File: src/rtl/bsc_reg.sv
module bsc_reg #(
  parameter int W  = 16,
  parameter int DW = 8
) (
  input  logic                  clk,
  input  logic                  rst_n,
  input  logic [1:0]            acc_size,
  input  logic [$clog2(W)-1:0]  acc_addr,
  input  logic                  wr_en,
  input  logic [DW-1:0]         wr_data,
  output logic [DW-1:0]         rd_data,
  input  logic                  ptr_load,
  input  logic [$clog2(W)-1:0]  ptr_load_val,
  input  logic                  ptr_step,
  input  logic                  ptr_dir,
  output logic [$clog2(W)-1:0]  ptr,
  input  logic                  bit_wr_en,
  input  logic                  bit_wr_val,
  output logic                  bit_rd
);
  localparam int PW = $clog2(W);
  localparam int NW = $clog2(W / 4);
  localparam int BW = (W / DW > 1) ? $clog2(W / DW) : 1;
  localparam logic [1:0] SZ_BIT = 2'd0, SZ_NIB = 2'd1, SZ_BYTE = 2'd2;

  logic [W-1:0]  data, data_nxt;
  logic [PW-1:0] ptr_nxt;
  logic [NW-1:0] nib_sel;
  logic [BW-1:0] byte_sel;

  assign nib_sel  = acc_addr[NW-1:0];
  assign byte_sel = acc_addr[BW-1:0];
  assign bit_rd   = data[ptr];

  always_comb begin
    data_nxt = data;
    if (wr_en) begin
      case (acc_size)
        SZ_BIT:  data_nxt[acc_addr] = wr_data[0];
        SZ_NIB:  data_nxt[{nib_sel, 2'b00} +: 4] = wr_data[3:0];
        SZ_BYTE: data_nxt[{byte_sel, 3'b000} +: 8] = wr_data[7:0];
        default: ;
      endcase
    end
    if (bit_wr_en) data_nxt[ptr] = bit_wr_val;
  end

  always_comb begin
    rd_data = '0;
    case (acc_size)
      SZ_BIT:  rd_data[0]   = data[acc_addr];
      SZ_NIB:  rd_data[3:0] = data[{nib_sel, 2'b00} +: 4];
      SZ_BYTE: rd_data[7:0] = data[{byte_sel, 3'b000} +: 8];
      default: ;
    endcase
  end

  always_comb begin
    if (ptr_load)      ptr_nxt = ptr_load_val;
    else if (ptr_step) ptr_nxt = ptr_dir ? ptr - 1'b1 : ptr + 1'b1;
    else               ptr_nxt = ptr;
  end

  always_ff @(posedge clk or negedge rst_n) begin
    if (!rst_n) begin
      data <= '0;
      ptr  <= '0;
    end else begin
      data <= data_nxt;
      ptr  <= ptr_nxt;
    end
  end
endmodule

File: config.mk
export PLATFORM = sky130hd
export DESIGN_NAME = bsc_reg
export DESIGN_NICKNAME = d
export VERILOG_FILES = /design/src/rtl/bsc_reg.sv
export SDC_FILE = /design/constraint.sdc
export NUM_CORES = 1
export LEC_CHECK = 0
export CAP_MARGIN = 20
export CORE_ASPECT_RATIO = 0.75
export CORE_MARGIN = 2
export CORE_UTILIZATION = 58
export CTS_BUF_LIST = sky130_fd_sc_hd__clkbuf_8
export DETAILED_ROUTE_END_ITERATION = 6
export GPL_TIMING_DRIVEN = 0
export PLACE_DENSITY = 0.8
export SYNTH_ARGS = -nofsm -noshare
export SYNTH_HDL_FRONTEND = slang
export SYNTH_SLANG_ARGS = --single-unit
File: constraint.sdc
create_clock -name clk -period 1.9 [get_ports clk]
set_input_delay 0.19 -clock clk [delete_from_list [all_inputs] [get_ports clk]]
set_output_delay 0.19 -clock clk [all_outputs]
set_load 0.02 [all_outputs]
==> summary.md, run 1 <==
| Metric | Value |
|---|---|
| Yosys warns | 0 |
| Die Width | 84.8 um |
| Die H | 64.6 um |
| Initial Util | 0.593 |
| Pins Over Slew Limit | 0 |
| First-pass GRT wire length | 16000 um |
| CTS Buffer Depth | 2 |
| Synth Net Count | between 300 and 400 |
| Highest clock rate | between 400 and 500 MHz |
| Top cell type's share of synthesized area | 0.176 |
| Switching power | 0.982 mW |
| Synthesized flop and latch total | 20 |
| Via-per-instance ratio | 7.39 |
| Number of global-route vias before repair | 2939 |
| Max FO, Critical Path | 7 |
| Hold Crit Class | in2async |
| Switching part of the total | 0.403 |
| Setup WS post-layout | -0.187 ns |
| Final worst-path cycle share | 1.10 |
| Ant. Diodes | 0 |
| Setup Viol. Count Final | 4 |
| Crit path arrival time | 1.90 ns |
| Antenna viol nets, final | 0 |
| Layout cells sized above 1 | 0.284 |
| IO Count | 39 |
| Worst skew pair latency | 0.27 ns |
| Worst slew pin tran | 0.924 ns |
| Site Rows | 22 |
| CTS H-tree lvls | 1 |
| Kind of critical path | reg2out |
| Internal | approximately 1.5 mW |
| DIE AREA | 5480 um2 |
| Avg Inst Size Synth | 8.76 um2 |
| CP startpoint kind | flop |
| CP most frequent cell | mux4_2 |
| Cts bufs inserted | 3 |
| Max incr delay on CP | approximately 0.5 ns |
| Total negative setup slack | -0.416 ns |
| Initial DRC Count | 440 |
| Slew HR | 0.382 |
| Input/output buffers | 38 |
| CTS sink cnt | 20 |
| Final Wtd Congestion | between 0.9 and 1 |
| Cell family with most CP delay | multiplexers |
| GRT Total Usage | 0.384 |
| Final core occ | 0.748 |
| Wire per inst | between 20 and 25 um |
| Synth top area cells | dfrtp_1 18%, mux4_2 7.1%, mux2_2 6.7% |
| Cell count after synthesis | 324 |
| Total power draw | 2.43 mW |
| Place WS | -1.10 ns |
| CP bufs+invs | 1 |
| Max VDD drop | 0.000617 V |
| Critical Path Sink Type | output pin |
| Outcome | finished with violations |
| Clock power frac | 0.179 |
| Via count | 3201 |
| Cell taking the most area after synthesis | dfrtp_1 |
| Synthesized area | approximately 2800 um2 |
| Routed wire length | between 10000 and 15000 um |
| HPWL Detailed | 7460 um |
| Violated checks | setup timing |
| Sequential fraction of the synthesis area | 0.176 |
| Unrepaired setup endpoints after global routing | true |
| P_leak | 1.42 nW |
| TritonCTS clock tree | built |
| CTS clk-pin slew, worst paths | 0.08 ns |
| Cell at the slowest stage of the critical path | mux4_2 |
| Final #Nets | between 400 and 500 |
| Syn-to-layout area delta | 26.2% |
| # hold bufs at CTS | 0 |
| Required time of the critical path | 1.71 ns |
| Clk_skew | roughly 0.0042 ns |
| First-pass detailed-route iteration total | 5 |
| Post-synth top flop | dfrtp_1 |
| Sequential share of power | 0.310 |
| PwrDens | 680 nW/um2 |
| Shortest period the worst path allows | roughly 2.1 ns |
| Remaining Overflow, GRT | 0 |
| CTS Root Cell | clkbuf_8 |
| Critical path cell sequence | mux4_2 > mux4_2 > buf_6 |
| Core footprint | 4790 um2 |
| Max-cap check violation count | 0 |
| Initial antenna violation count | 0 |
| Combinational power share | 0.511 |
| Number of enable flip-flop cells after synthesis | 0 |
| Fin. Hold Viols | 0 |
| Synth cell types | 52 |
| DRC | 0 |
| Async S/R FF share, synth | 1.00 |
| Largest net degree at the start of global routing | 21 |
metal layers:
metal / up-vias / wire [um] / track usage / part of all wire
met5: - / 0 / 0 / 0
met4: 0 / 401 / 0.127 / 0.038
met3: 61 / 1460 / 0.115 / 0.14
met2: 273 / 4510 / 0.582 / 0.43
met1: 1505 / 4230 / 0.526 / 0.40
li1: 1362 / - / - / -
cells in the mapped netlist (4+ instances only):
master,n
a21oi_1,18
a222oi_1,9
a22oi_1,7
a2bb2oi_1,9
a31o_2,6
a41o_1,5
clkbuf_1,20
dfrtp_1,20
ha_1,13
inv_1,12
mux2_2,17
mux2i_1,10
mux4_1,4
mux4_2,9
nand2_1,10
nand2b_1,5
nand3_1,5
nand3b_1,11
nor2_1,22
nor2b_1,23
nor3_1,5
nor3b_1,4
nor4bb_1,4
o21ai_0,27
o31ai_1,10
timing repair:
item | in CTS | in global routing
pin swaps | 3 | 4
gates resized for setup | 80 | 17
setup buffers | 10 | 1
endpoints found under the setup margin | 25 | 14
worst paths after layout:
| path | end | slack (ns) | depth (start not counted) | from |
|---|---|---|---|---|
| setup / recovery | bit_rd | -0.19 | 3 | data[12]$_DFF_PN0_ |
| hold / removal | data[8]$_DFF_PN0_ | 0.43 | 1 | rst_n |
| setup reg to reg | data[10]$_DFF_PN0_ | 0.08 | 6 | ptr[0]$_DFFE_PN0P_ |
| hold reg to reg | data[10]$_DFF_PN0_ | 0.66 | 2 | data[10]$_DFF_PN0_ |
| max in group asynchronous | ptr[0]$_DFFE_PN0P_ | 0.83 | 1 | rst_n |
| min in group clk | ptr[2]$_DFFE_PN0P_ | 0.49 | 3 | ptr_load_val[2] |
cell type report:
| type | count | area (um2) |
|---|---|---|
| timing repair buffer | 49 | 460 |
| fill | 366 | 1210 |
| multi-input combinational | 263 | 2210 |
| buffer | 25 | 199 |
| inverter | 12 | 56.3 |
| sequential | 20 | 514 |
| clock buffer | 3 | 41.3 |
| tap | 60 | 75.1 |
| clock inverter | 1 | 30.0 |
through the flow:
step	cells	hold WS [ns]	area, um2
final	433	0.435	3580
after detailed placement	422	0.647	3330
after global routing	433	0.498	3580
after floorplan	324	-0.106	2870
after CTS	433	0.462	3560
after global placement	422	0.641	3330
flip-flops by register name, summed over array words and instances (netlist names):
name  count
data     16
ptr       4
worst reg2reg max path: stages (launching register included):
cell and delay (ns):
dfrtp_2 0.41, buf_6 0.13, buf_4 0.15, nand3b_1 0.34, or2_2 0.41, a31oi_1 0.15
o21ai_0 0.10
kinds of logic after synthesis:
| logic type | Yosys count | share of synthesized area |
|---|---|---|
| compound gates | 110 | 0.275 |
| simple gates | 97 | 0.201 |
| buf+inv | 41 | 0.0661 |
| mux | 40 | 0.211 |
| flops | 20 | 0.176 |
| fa+ha+maj | 14 | 0.0643 |
| xor+xnor | 2 | 0.00617 |
power by group through the flow:
stage / Sequential [mW] / Combinational [mW] / Clock [mW]
final: 0.754 / 1.25 / 0.436
after global routing: 0.755 / 1.32 / 0.456
after CTS: 0.729 / 1.18 / 0.437
after detailed placement: 0.726 / 1.12 / 0
after global placement: 0.717 / 1.09 / 0
after floorplan: 0.630 / 0.792 / 0
placed cells by master (no fill, tap or decap), types with 5 or more instances in the layout:
cell type / n
nand3b_1: 11
o31ai_1: 10
dfrtp_2: 11
nand2b_1: 5
clkbuf_1: 7
a31o_2: 6
mux4_2: 13
o21ai_0: 26
mux2_2: 17
buf_2: 5
a2bb2oi_1: 9
buf_4: 13
a22oi_1: 5
clkbuf_2: 5
nand3_1: 5
a21oi_1: 17
mux2i_1: 9
dfrtp_1: 9
dlygate4sd2_1: 6
clkdlybuf4s50_1: 25
inv_1: 9
nor2_1: 22
nor3_1: 5
nor2b_1: 22
ha_1: 10
nand2_1: 10
a41o_1: 5
clkbuf_8: 5
a222oi_1: 9
No activity file was read; power rests on OpenSTA's default activity.
==> run 2, diff against run 1 <==
--- a/config.mk
+++ b/config.mk
@@ -13,6 +13,7 @@
 export DETAILED_ROUTE_END_ITERATION = 6
 export GPL_TIMING_DRIVEN = 0
 export PLACE_DENSITY = 0.8
+export SKIP_LAST_GASP = 1
 export SYNTH_ARGS = -nofsm -noshare
 export SYNTH_HDL_FRONTEND = slang
 export SYNTH_SLANG_ARGS = --single-unit
==> summary.md, run 2 (synthesis results as in run 1) <==
| Metric | Value |
|---|---|
| Max FO, Critical Path | 7 (unchanged) |
| Area of the multi-input gates | 2200 um2 (was 2210 um2) |
| Crit path arrival time | 1.89 ns (was 1.90 ns) |
| R2r startpoint | ptr[0]$_DFFE_PN0P_ (unchanged) |
| Unrepaired setup endpoints after global routing | true (unchanged) |
| Pins Over Slew Limit | 0 (unchanged) |
| Sequential share of power | 0.304 (was 0.310) |
| Final worst-path cycle share | 1.09 (was 1.10) |
| Setup WS post-layout | -0.179 ns (was -0.187 ns) |
| DIE AREA | 5480 um2 (unchanged) |
| Crit. Startpoint | data[12]$_DFF_PN0_ (unchanged) |
| CP startpoint kind | flop (unchanged) |
| CTS Root Cell | clkbuf_8 (unchanged) |
| Routed wire length | 10500 um (was 10600 um) |
| TritonCTS clock tree | built (unchanged) |
| Switching part of the total | 0.399 (was 0.403) |
| Worst slew pin tran | 0.919 ns (was 0.924 ns) |
| Via-per-instance ratio | 7.33 (was 7.39) |
| Commonest non-fill, non-tap cells in the layout | 26 x o21ai_0, 25 x clkdlybuf4s50_1, 22 x nor2_1, 22 x nor2b_1 (unchanged) |
| CTS clk-pin slew, worst paths | 0.08 ns (about the same) |
| Layout fillers | 371 (was 366) |
| First-pass GRT wire length | 15900 um (was 16000 um) |
| Via count | 3197 (was 3201) |
| Top flop regs | data (16), ptr (4) (unchanged) |
| PwrDens | 678 nW/um2 (was 680 nW/um2) |
| Required time of the critical path | 1.71 ns (about the same) |
| Most flops, register | data (unchanged) |
| HPWL Detailed | 7460 um (unchanged) |
| Max-cap check violation count | 0 (unchanged) |
| Input/output buffers | 38 (unchanged) |
| Fin. Hold Viols | 0 (unchanged) |
| CTS Buffer Depth | 2 (unchanged) |
| Fin cells | 436 (was 433) |
| Reg2Reg Setup Slack | 0.07 ns (was 0.08 ns) |
| Core footprint | 4790 um2 (unchanged) |
| Clock power frac | 0.179 (about the same) |
| End point of the critical path | bit_rd (unchanged) |
| Worst skew pair latency | 0.27 ns (about the same) |
| Reg area | 515 um2 (was 514 um2) |
| Cts bufs inserted | 3 (unchanged) |
| Dpl cells | 422 (unchanged) |
| Shortest period the worst path allows | 2.08 ns (was 2.09 ns) |
| Initial antenna violation count | 0 (unchanged) |
| GRT Total Usage | 0.381 (was 0.384) |
| Site Rows | 22 (unchanged) |
| Antenna viol nets, final | 0 (unchanged) |
| CTS sink cnt | 20 (unchanged) |
| Kind of critical path | reg2out (unchanged) |
| Critical Path Sink Type | output pin (unchanged) |
| Final Wtd Congestion | 0.957 (unchanged) |
| Combinational power share | 0.517 (was 0.511) |
| Violated checks | setup timing (unchanged) |
| Total power draw | 2.44 mW (was 2.43 mW) |
| Highest clock rate | 481 MHz (was 479 MHz) |
| Largest register FFs | 16 (unchanged) |
| Wire per inst | 24.0 um (was 24.5 um) |
| Initial DRC Count | 517 (was 440) |
| Initial Util | 0.593 (unchanged) |
| Hold slack | 0.430 ns (was 0.435 ns) |
| Syn-to-layout area delta | 26.8% (was 26.2%) |
| Layout cells sized above 1 | 0.285 (was 0.284) |
| Clk_skew | 0.00570 ns (was 0.00419 ns) |
| FF-to-FF path depth | 6 (unchanged) |
| Most common cell after layout, fill and taps aside | o21ai_0 (unchanged) |
| Hold Crit Class | in2async (unchanged) |
| Setup Viol. Count Final | 4 (unchanged) |
| DRC | 0 (unchanged) |
| First-pass detailed-route iteration total | 5 (unchanged) |
| Switching power | 0.973 mW (was 0.982 mW) |
| P_leak | 1.44 nW (was 1.42 nW) |
| Die H | 64.6 um (unchanged) |
| CTS H-tree lvls | 1 (unchanged) |
| Worst reg2reg endpoint | data[12]$_DFF_PN0_ (was data[10]$_DFF_PN0_) |
| Remaining Overflow, GRT | 0 (unchanged) |
| Final #Nets | 417 (was 414) |
| Die Width | 84.8 um (unchanged) |
| IO Count | 39 (unchanged) |
| Ant. Diodes | 0 (unchanged) |
| Number of global-route vias before repair | 2938 (was 2939) |
| Outcome | finished with violations (unchanged) |
| # hold bufs at CTS | 0 (unchanged) |
| Max VDD drop | 0.000614 V (was 0.000617 V) |
| Slew HR | 0.385 (was 0.382) |
| Internal | 1.47 mW (was 1.45 mW) |
| Largest net degree at the start of global routing | 21 (unchanged) |
[run 2: worst min-delay path by stage]
stage	depth (start not counted)	startpoint	endpoint	slack, ns
global route	1	rst_n	data[5]$_DFF_PN0_	0.50
floorplan	0	rst_n	data[0]$_DFF_PN0_	-0.11
finish	1	rst_n	data[4]$_DFF_PN0_	0.43
detailed placement	2	data[0]$_DFF_PN0_	data[0]$_DFF_PN0_	0.65
CTS	1	rst_n	data[4]$_DFF_PN0_	0.46
global placement	2	data[0]$_DFF_PN0_	data[0]$_DFF_PN0_	0.64
[run 2: timing repair]
action	4_1_cts	5_1_grt
endpoints found under the setup margin	25	14
cloned	0	0
resized for setup	71	21
buffers inserted	10	4
pin swaps	3	4
[run 2: worst max-delay path: stages, from the launching register on]
cell and delay (ns):
dfrtp_1 0.49, mux4_2 0.49, mux4_2 0.49, buf_6 0.15
[run 2: power groups by stage]
stage	Combinational (mW)	Sequential, mW	Clock, mW
after floorplan	0.792	0.630	0
after global placement	1.09	0.717	0
after detailed placement	1.12	0.726	0
after CTS	1.18	0.727	0.437
after global routing	1.34	0.743	0.460
final	1.26	0.742	0.437
[run 2: metal layers]
layer	part of all wire	track usage	vias to the layer above
li1	-	-	1365
met1	0.40	0.522	1526
met2	0.43	0.576	254
met3	0.13	0.113	52
met4	0.039	0.131	0
met5	0	0	-
[run 2: final cells by class]
| class | instances | share of cell area |
|---|---|---|
| plain buffers | 25 | 0.0553 |
| inverters | 12 | 0.0156 |
| clock buffers | 3 | 0.0115 |
| clock inverters | 1 | 0.00834 |
| repair buffers | 52 | 0.135 |
| multi-input cells | 263 | 0.610 |
| well taps | 60 | 0.0209 |
| flip-flops and latches | 20 | 0.143 |
[run 2: stage by stage]
| stage | utilization | TNS, ns | cell area [um2] | setup slack (ns) |
|---|---|---|---|---|
| 2_1_floorplan | - | 0 | 2870 | 0.0190 |
| 3_3_place_gp | 0.695 | -18.11 | 3330 | -1.05 |
| 3_5_place_dp | 0.695 | -18.89 | 3330 | -1.10 |
| 4_1_cts | 0.743 | -0.522 | 3560 | -0.165 |
| 5_1_grt | 0.752 | -0.663 | 3600 | -0.215 |
| 6_report | 0.752 | -0.464 | 3600 | -0.179 |
==> run 3, diff against run 2 <==
--- a/config.mk
+++ b/config.mk
@@ -5,6 +5,7 @@
 export SDC_FILE = /design/constraint.sdc
 export NUM_CORES = 1
 export LEC_CHECK = 0
+export ABC_CLOCK_PERIOD_IN_PS = 1900
 export CAP_MARGIN = 20
 export CORE_ASPECT_RATIO = 0.75
 export CORE_MARGIN = 2
==> results of run 3 <==
The final DEF is identical to that of run 2; final timing and power are the same.
